==> config.mk <==
export PLATFORM = sky130hd
export DESIGN_NAME = booth_seq_mult
export DESIGN_NICKNAME = d
export VERILOG_FILES = /design/src/rtl/booth_pkg.sv /design/src/rtl/booth_rst_sync.sv /design/src/rtl/booth_step.sv /design/src/rtl/booth_ctrl.sv /design/src/rtl/booth_seq_mult.sv
export SDC_FILE = /design/constraint.sdc
export NUM_CORES = 1
export LEC_CHECK = 0
export BUFFER_PORTS_ARGS = -buffer_cell sky130_fd_sc_hd__buf_2
export CAP_MARGIN = 20
export CORE_ASPECT_RATIO = 1.4
export CORE_MARGIN = 2
export CORE_UTILIZATION = 25
export CTS_CLUSTER_SIZE = 25
export DETAILED_ROUTE_END_ITERATION = 12
export HOLD_SLACK_MARGIN = 0.12
export PLACE_DENSITY = 0.55
export SETUP_SLACK_MARGIN = 0.4
export SLEW_MARGIN = 5
export SYNTH_ARGS = -nofsm -noshare
export SYNTH_HDL_FRONTEND = slang
export SYNTH_SLANG_ARGS = --single-unit
==> constraint.sdc <==
create_clock -name clk -period 1 [get_ports clk]
set_input_delay 0.05 -clock clk [delete_from_list [all_inputs] [get_ports clk]]
set_output_delay 0.05 -clock clk [all_outputs]
set_load 0.05 [all_outputs]
==> src/rtl/booth_pkg.sv <==
package booth_pkg;
  // Recoded action for one radix-2 Booth step
  typedef enum logic [1:0] {
    ACT_HOLD = 2'd0,
    ACT_ADD  = 2'd1,
    ACT_SUB  = 2'd2
  } booth_act_e;

  function automatic booth_act_e decode_pair(input logic q0, input logic qprev);
    case ({q0, qprev})
      2'b01:   return ACT_ADD;
      2'b10:   return ACT_SUB;
      default: return ACT_HOLD;
    endcase
  endfunction
endpackage

==> src/rtl/booth_rst_sync.sv <==
module booth_rst_sync (
  input  logic clk,
  input  logic rst_n_in,
  output logic rst_n_out
);
  logic [1:0] sync_q;

  always_ff @(posedge clk or negedge rst_n_in) begin
    if (!rst_n_in) sync_q <= 2'b00;
    else           sync_q <= {sync_q[0], 1'b1};
  end

  assign rst_n_out = sync_q[1];
endmodule

==> src/rtl/booth_step.sv <==
module booth_step
  import booth_pkg::*;
#(
  parameter int WIDTH = 8
) (
  input  logic [WIDTH-1:0] acc_i,
  input  logic [WIDTH-1:0] mq_i,
  input  logic             prev_i,
  input  logic [WIDTH-1:0] mcand_i,
  output logic [WIDTH-1:0] acc_o,
  output logic [WIDTH-1:0] mq_o,
  output logic             prev_o
);
  localparam int XW = WIDTH + 1;

  booth_act_e     act;
  logic [XW-1:0]  acc_x;
  logic [XW-1:0]  mcand_x;
  logic [XW-1:0]  sum_x;

  always_comb begin
    act     = decode_pair(mq_i[0], prev_i);
    acc_x   = {acc_i[WIDTH-1], acc_i};
    mcand_x = {mcand_i[WIDTH-1], mcand_i};
    case (act)
      ACT_ADD: sum_x = acc_x + mcand_x;
      ACT_SUB: sum_x = acc_x - mcand_x;
      default: sum_x = acc_x;
    endcase
    // arithmetic shift: the exact sign of the widened sum enters the top
    acc_o  = sum_x[XW-1:1];
    mq_o   = {sum_x[0], mq_i[WIDTH-1:1]};
    prev_o = mq_i[0];
  end
endmodule

==> src/rtl/booth_ctrl.sv <==
module booth_ctrl #(
  parameter int WIDTH = 8
) (
  input  logic clk,
  input  logic rst_n,
  input  logic start,
  output logic load,
  output logic step,
  output logic busy,
  output logic done
);
  localparam int CW = $clog2(WIDTH + 1);
  localparam logic [CW-1:0] LAST = CW'(WIDTH - 1);

  logic          busy_q, busy_d;
  logic          done_q, done_d;
  logic [CW-1:0] cnt_q, cnt_d;
  logic          last;

  assign load = start && !busy_q;
  assign step = busy_q;
  assign last = busy_q && (cnt_q == LAST);

  always_comb begin
    busy_d = busy_q;
    cnt_d  = cnt_q;
    done_d = 1'b0;
    if (load) begin
      busy_d = 1'b1;
      cnt_d  = '0;
    end else if (step) begin
      cnt_d = cnt_q + 1'b1;
      if (last) begin
        busy_d = 1'b0;
        done_d = 1'b1;
      end
    end
  end

  always_ff @(posedge clk or negedge rst_n) begin
    if (!rst_n) begin
      busy_q <= 1'b0;
      done_q <= 1'b0;
      cnt_q  <= '0;
    end else begin
      busy_q <= busy_d;
      done_q <= done_d;
      cnt_q  <= cnt_d;
    end
  end

  assign busy = busy_q;
  assign done = done_q;


  done_single_chk: assert property (@(posedge clk) disable iff (!rst_n)
    done |=> !done);

  start_accept_chk: assert property (@(posedge clk) disable iff (!rst_n)
    (start && !busy) |=> busy);

  done_idle_chk: assert property (@(posedge clk) disable iff (!rst_n)
    done |-> !busy);

  done_from_run_chk: assert property (@(posedge clk) disable iff (!rst_n)
    $rose(done) |-> $past(busy));
endmodule

==> src/rtl/booth_seq_mult.sv <==
module booth_seq_mult #(
  parameter int WIDTH = 8
) (
  input  logic               clk,
  input  logic               rst_n,
  input  logic               start,
  input  logic [WIDTH-1:0]   multiplicand,
  input  logic [WIDTH-1:0]   multiplier,
  output logic               busy,
  output logic               done,
  output logic [2*WIDTH-1:0] product
);
  logic rst_n_s;
  logic load, step;

  logic [WIDTH-1:0] acc_q, acc_d, acc_nx;
  logic [WIDTH-1:0] mq_q, mq_d, mq_nx;
  logic [WIDTH-1:0] mc_q, mc_d;
  logic             prev_q, prev_d, prev_nx;

  booth_rst_sync u_rst (
    .clk       (clk),
    .rst_n_in  (rst_n),
    .rst_n_out (rst_n_s)
  );

  booth_ctrl #(.WIDTH(WIDTH)) u_ctrl (
    .clk   (clk),
    .rst_n (rst_n_s),
    .start (start),
    .load  (load),
    .step  (step),
    .busy  (busy),
    .done  (done)
  );

  booth_step #(.WIDTH(WIDTH)) u_step (
    .acc_i   (acc_q),
    .mq_i    (mq_q),
    .prev_i  (prev_q),
    .mcand_i (mc_q),
    .acc_o   (acc_nx),
    .mq_o    (mq_nx),
    .prev_o  (prev_nx)
  );

  always_comb begin
    acc_d  = acc_q;
    mq_d   = mq_q;
    mc_d   = mc_q;
    prev_d = prev_q;
    if (load) begin
      acc_d  = '0;
      mq_d   = multiplier;
      mc_d   = multiplicand;
      prev_d = 1'b0;
    end else if (step) begin
      acc_d  = acc_nx;
      mq_d   = mq_nx;
      prev_d = prev_nx;
    end
  end

  always_ff @(posedge clk or negedge rst_n_s) begin
    if (!rst_n_s) begin
      acc_q  <= '0;
      mq_q   <= '0;
      mc_q   <= '0;
      prev_q <= 1'b0;
    end else begin
      acc_q  <= acc_d;
      mq_q   <= mq_d;
      mc_q   <= mc_d;
      prev_q <= prev_d;
    end
  end

  assign product = {acc_q, mq_q};


  busy_start_ignored_chk: assert property (@(posedge clk) disable iff (!rst_n_s)
    (busy && start) |=> $stable(mc_q));

  product_hold_chk: assert property (@(posedge clk) disable iff (!rst_n_s)
    (!busy && !start) |=> $stable(product));

  load_clears_chk: assert property (@(posedge clk) disable iff (!rst_n_s)
    (start && !busy) |=> (acc_q == '0));
endmodule

======== Word level (Yosys, flattened, before mapping) ========
Cells that the tools add are included.
Widths: inputs -> output; s select.
storage, ports and cells
  register bits ........................... 33
  logic and storage cells ................. 39
  output and inout bits ................... 18
operators by class
  add/sub/neg operators ................... 3
  muxes and demuxes ....................... 16
  reduce and logical (&&, ||, !) cells .... 6
  equal/unequal tests ..................... 5
operators by type and width
  operator             count
  $mux 8               4
  $pmux 9 s2           1
  $add 8x8->9          1
  $sub 8x8->9          1
  $mux 1               8
  $mux 4               2
  $add 4x1->4 const B  1
  $eq 2x1->1 const B   2
  $eq 2x2->1 const B   2
  $eq 4x3->1 const B   1
  $pmux 2 s2           1
  $reduce_bool 3->1    1
  $logic_and 1x1->1    2
  $reduce_and 2->1     1
  $reduce_bool 2->1    1
  $logic_not 1->1      1

======== Logic depth before layout (Yosys ltp) ========
  word-level depth ........................ 6
  depth in mapped cells ................... 12
  depth with buffers taken out ............ 11

======== Hierarchy ========
Synthesis repeated with hierarchy kept, for this count alone.
second synthesis, totals
  cell total of the unflattened synthesis .. 206
  area total of the unflattened synthesis .. 2123.3 um^2
by module, submodules not included
  module          area an instance (um^2)  cells an instance  times used
  booth_seq_mult  1072.3                   81                 1
  booth_step      733.2                    103                1
  booth_ctrl      264.0                    19                 1
  booth_rst_sync  53.8                     3                  1

======== Least setup slack after synthesis ========
OpenSTA, ideal clock, no wires.
  kind .................................... register -> register
  from .................................... register prev_q
  to ...................................... register acc_q[7]
  slack ................................... -1501 ps
  cell stages (with the launch flop) ...... 12
  required time ........................... 882 ps
  arrival ................................. 2383 ps
  clock period less this slack ............ 2501 ps
  path through ............................ dfrtp_1 inv_1 ha_1 buf_2 mux2_2 fa_1 nand2b_1 a21oi_1 o21ai_1 xor2_1 nor3b_1 a21o_1
between the ends
  longest elaborated chain between the ends .. 6
  elaborated cells on any way between the ends .. 10
  those cells by class .................... 4 x eq/ne; 4 x mux; 2 x reduce/logical
RTL lines
  item                                             line                  RTL
  start: declaration                               booth_seq_mult.sv:19  logic prev_q, prev_d, prev_nx;
  start signal: assignment                         booth_seq_mult.sv:74  prev_q <= prev_d;
  $eq 2x2->1 / $eq 2x1->1 (equally long branches)  booth_pkg.sv:10       case ({q0, qprev})
  $pmux 2 s2 (*)                                   booth_pkg.sv:10
  $eq 2x2->1 / $eq 2x1->1 (equally long branches)  booth_step.sv:25      case (act)
  $pmux 9 s2                                       booth_step.sv:25
  $mux 8                                           booth_seq_mult.sv:57  end else if (step) begin
  $mux 8                                           booth_seq_mult.sv:52  if (load) begin
  end signal: assignment                           booth_seq_mult.sv:66  acc_q <= '0;
  end signal: assignment                           booth_seq_mult.sv:71  acc_q <= acc_d;
  end: declaration                                 booth_seq_mult.sv:16  logic [WIDTH-1:0] acc_q, acc_d, acc_nx;
Mark *: on every way between the ends. The rest lies on a longest branch, timed or not. The select of a mux whose other input is x is not followed.
A chain may end at the register's enable or synchronous reset.

======== Worst setup path after layout ========
  from .................................... register mc_q[0]
  to ...................................... register acc_q[6]
between the ends
  longest elaborated chain between the ends .. 4
  elaborated cells on any way between the ends .. 5
  those cells by class .................... 2 x add/sub; 3 x mux
RTL lines
  item                                               line                                RTL
  start: declaration                                 booth_seq_mult.sv:18                logic [WIDTH-1:0] mc_q, mc_d;
  start signal: assignment                           booth_seq_mult.sv:73                mc_q <= mc_d;
  $sub 8x8->9 / $add 8x8->9 (equally long branches)  booth_step.sv:27, booth_step.sv:26
  $pmux 9 s2 (*)                                     booth_step.sv:25
  $mux 8 (*)                                         booth_seq_mult.sv:57
  $mux 8 (*)                                         booth_seq_mult.sv:52
Marked as above.

==> impl_metrics.sql <==
INSERT INTO impl_metrics (metric_group, metric, value, unit) VALUES
('status', 'run_status', 'finished, violations left', ''),
('status', 'violations', 'negative hold slack, negative setup slack', ''),
('setup_path', 'reg2reg_setup_slack', '-1.28', 'ns'),
('clock_network', 'worstSkewPairLatency', '0.29', 'ns'),
('global_routing', 'wire_length_of_the_first_global_routing_pass', '9480', 'um'),
('final_layout', 'post_layout_nonfiller_instances', '426', ''),
('detailed_routing', 'vias', '1917', ''),
('timing', 'final_critical_path_setup_slack', '-1.28', 'ns'),
('placement', 'place.detailed.instances', '389', ''),
('logic_synthesis', 'synth_top_cells_by_area', 'dfrtp_1, ha_1, o21ai_0', ''),
('clock_network', 'cts.clk_slew.worst_paths', '0.07', 'ns'),
('timing', 'fin_crit', '2.28', 'ns'),
('logic_synthesis', 'synth_top_flop_cell', 'dfrtp_1', ''),
('detailed_routing', 'avgRoutedWirePerCell', '13.4', 'um'),
('final_layout', 'final_core_utilization', '47.5', '%'),
('final_layout', 'multi_input_area', '1300', 'sq um'),
('global_routing', 'grt_max_degree', '17', ''),
('hold_path', 'holdCritStartpoint', 'multiplicand[5]', ''),
('setup_path', 'crit_path_max_fanout', '2', ''),
('timing', 'fin_worst_hold_slack', '-0.0230', 'ns'),
('logic_synthesis', 'synth_common_cells', 'dfrtp_1, nand2_1, o21ai_0, nor2_1, ha_1', ''),
('hold_path', 'hold_removal_path_class', 'input pin to register', ''),
('detailed_routing', 'drtAntennaViolNets', '0', ''),
('global_routing', 'grt_overflow', '0', ''),
('setup_path', 'critical_path.startpoint_type', 'register', ''),
('setup_path', 'critical_path.endpoint_type', 'register', ''),
('final_layout', 'layout-drive-gt1-share', '64.7', '%'),
('floorplanning', 'row_count', '38', ''),
('placement', 'dp_hpwl', '3980', 'um'),
('floorplanning', 'die_width', '78.8', 'um'),
('clock_network', 'max-clock-path-buffers', '2', ''),
('setup_path', 'cp-startpoint', 'mc_q[0]', ''),
('setup_path', 'critical_path.reg2reg.startpoint', 'mc_q[0]', ''),
('logic_synthesis', 'synth_largest_area_cell', 'dfrtp_1', ''),
('timing', 'final-hold-violation-count', '8', ''),
('timing', 'unrepaired_setup_endpoints_after_global_routing', 'yes', ''),
('floorplanning', 'floorplan.io_pins', '37', ''),
('timing', 'final.setup_skew', '0.00611', 'ns'),
('logic_synthesis', 'yosys.cell_count.top_type', 'dfrtp_1', ''),
('floorplanning', 'coreArea', '7650', 'sq um'),
('timing', 'finalSetupViolCount', '40', ''),
('global_routing', 'first_global_vias', '2058', ''),
('logic_synthesis', 'synth.cell_area', '1960', 'sq um'),
('hold_path', 'hold-path-cell-count', '3', ''),
('logic_synthesis', 'synth-seq-area-share', '42.2', '%'),
('clock_network', 'tritoncts_clock_tree', 'built', ''),
('final_layout', 'sequential_cell_area', '852', 'sq um'),
('timing', 'timing_max_transition_violations_final', '0', ''),
('floorplanning', 'initial_standard_cell_utilization_of_the_core', '25.6', '%'),
('detailed_routing', 'number_of_search_and_repair_iterations_in_the_first_detailed_routing_pass', '3', ''),
('detailed_routing', 'routed_wl', '5720', 'um'),
('final_layout', 'num_antenna_cells', '0', ''),
('logic_synthesis', 'synth_cells', '201', ''),
('logic_synthesis', 'synth.distinct_cells', '39', ''),
('setup_path', 'worst_ep_arrival_time', '2.48', 'ns'),
('timing', 'finalCritPeriodShare', '228', '%'),
('timing', 'max_clock_freq', '438', 'MHz'),
('run', 'timing.max_cap.violations', '0', ''),
('hold_path', 'hold_worst_path_end', 'mc_q[5]', ''),
('logic_synthesis', 'postSynthRegisterBits', '33', ''),
('setup_path', 'worst-r2r-cell-count', '11', ''),
('final_layout', 'final_area', '3640', 'sq um'),
('logic_synthesis', 'syn-mean-instance-area', '9.74', 'sq um'),
('clock_network', 'cts_max_level', '2', ''),
('final_layout', 'final_nets', '357', ''),
('setup_path', 'path_class', 'register to register', ''),
('setup_path', 'critical_path.reg2reg.endpoint', 'acc_q[6]', ''),
('final_layout', 'syn_to_final_growth', '86.0', '%'),
('logic_synthesis', 'synth_async_sr_flop_share', '100', '%'),
('timing', 'totalNegativeSetupSlack', '-12.52', 'ns'),
('clock_network', 'total_cts_buffers', '5', '');
## critical path: stages, from the launching register on
cell and delay [ns]:
dfrtp_1 0.39, inv_2 0.08, ha_4 0.20, mux2_4 0.28
inv_2 0.07, ha_4 0.18, nor2b_4 0.12, o31a_1 0.28
o211ai_2 0.18, a21boi_2 0.08, o21a_1 0.18, o31ai_2 0.16
## metrics by stage
stage	setup WS, ns	hold slack [ns]
finish	-1.28	-0.0230
global route	-1.41	-0.0281
CTS	-1.29	-0.0294
detailed placement	-1.37	-0.163
global placement	-1.29	-0.164
floorplan	-1.33	-0.246
## cells in the final DEF (no fill, tap or decap), types with 2 or more instances in the layout
master / Yosys / routed
nor3b_1: 4 / 4
a22o_1: 4 / 4
xor2_1: 4 / 4
inv_2: 0 / 5
ha_4: 0 / 3
buf_6: 0 / 23
a211oi_2: 0 / 2
ha_1: 12 / 8
o21a_1: 3 / 3
dfrtp_1: 33 / 14
a21o_1: 2 / 2
xnor2_1: 9 / 9
nand2_2: 0 / 6
buf_4: 1 / 60
mux2_4: 0 / 6
a31oi_1: 6 / 6
inv_1: 10 / 5
o21ai_2: 0 / 9
nand2_1: 20 / 9
a21oi_1: 9 / 5
clkbuf_8: 0 / 7
nand2b_1: 5 / 4
mux2i_1: 7 / 7
dfrtp_2: 0 / 18
nand2_4: 0 / 5
nor2_4: 0 / 3
a21oi_2: 0 / 3
buf_2: 5 / 18
buf_12: 0 / 5
o21ai_1: 2 / 10
buf_8: 0 / 19
nor2_1: 14 / 9
o21ai_0: 20 / 2
nor2_2: 0 / 2
## timing repair
item | 4_1_cts | 5_1_grt
gates resized for setup | 98 | 37
cloned | 1 | 0
endpoints found under the setup margin | 80 | 49
pin swaps | 17 | 17
hold endpoints to repair | 17 | 17
buffers inserted | 23 | 4
## state kept, by name (all words and copies together) (netlist names)
signal / count
prev_q: 1
u_ctrl.done: 1
u_ctrl.cnt_q: 4
mc_q: 8
acc_q: 8
u_ctrl.busy: 1
u_rst.sync_q: 2
mq_q: 8
## final cells by class
cell class	count	share of cell area [%]
clock buffer	7	2.65
sequential	33	23.4
multi-input combinational	148	35.8
tap	100	3.44
inverter	10	1.03
clock inverter	1	0.138
timing repair buffer	127	33.6
## cell families (layout without fill, tap and decap cells)
family | count (synthesis) | in the layout | share of synthesized area (%)
AOI/OAI and AO/OA | 56 | 56 | 18.6
xor gates and xnor gates | 13 | 13 | 5.82
adders and majority gates | 13 | 13 | 8.70
buffers and inverters | 20 | 145 | 4.35
DFF | 33 | 33 | 42.2
muxes | 13 | 13 | 7.03
other | 1 | 1 | 0.192
and+or+nand+nor | 52 | 52 | 13.1
## worst max path at each step
| stage | slack (ns) | endpoint |
|---|---|---|
| 2_1_floorplan | -1.33 | acc_q[7] |
| 5_1_grt | -1.41 | acc_q[4] |
| 6_report | -1.28 | acc_q[6] |
| 3_5_place_dp | -1.37 | acc_q[7] |
| 3_3_place_gp | -1.29 | acc_q[4] |
| 4_1_cts | -1.29 | acc_q[6] |
## layer usage
metal	track usage [%]	vias up	wire length [um]
li1	-	953	-
met1	15.7	928	2240
met2	27.0	28	3240
met3	2.57	8	167
met4	4.14	0	66
met5	0	-	0
Power is left out: the tool's default activity adds up to more than one toggle a clock period on the data nets, which glitch-free logic cannot reach.
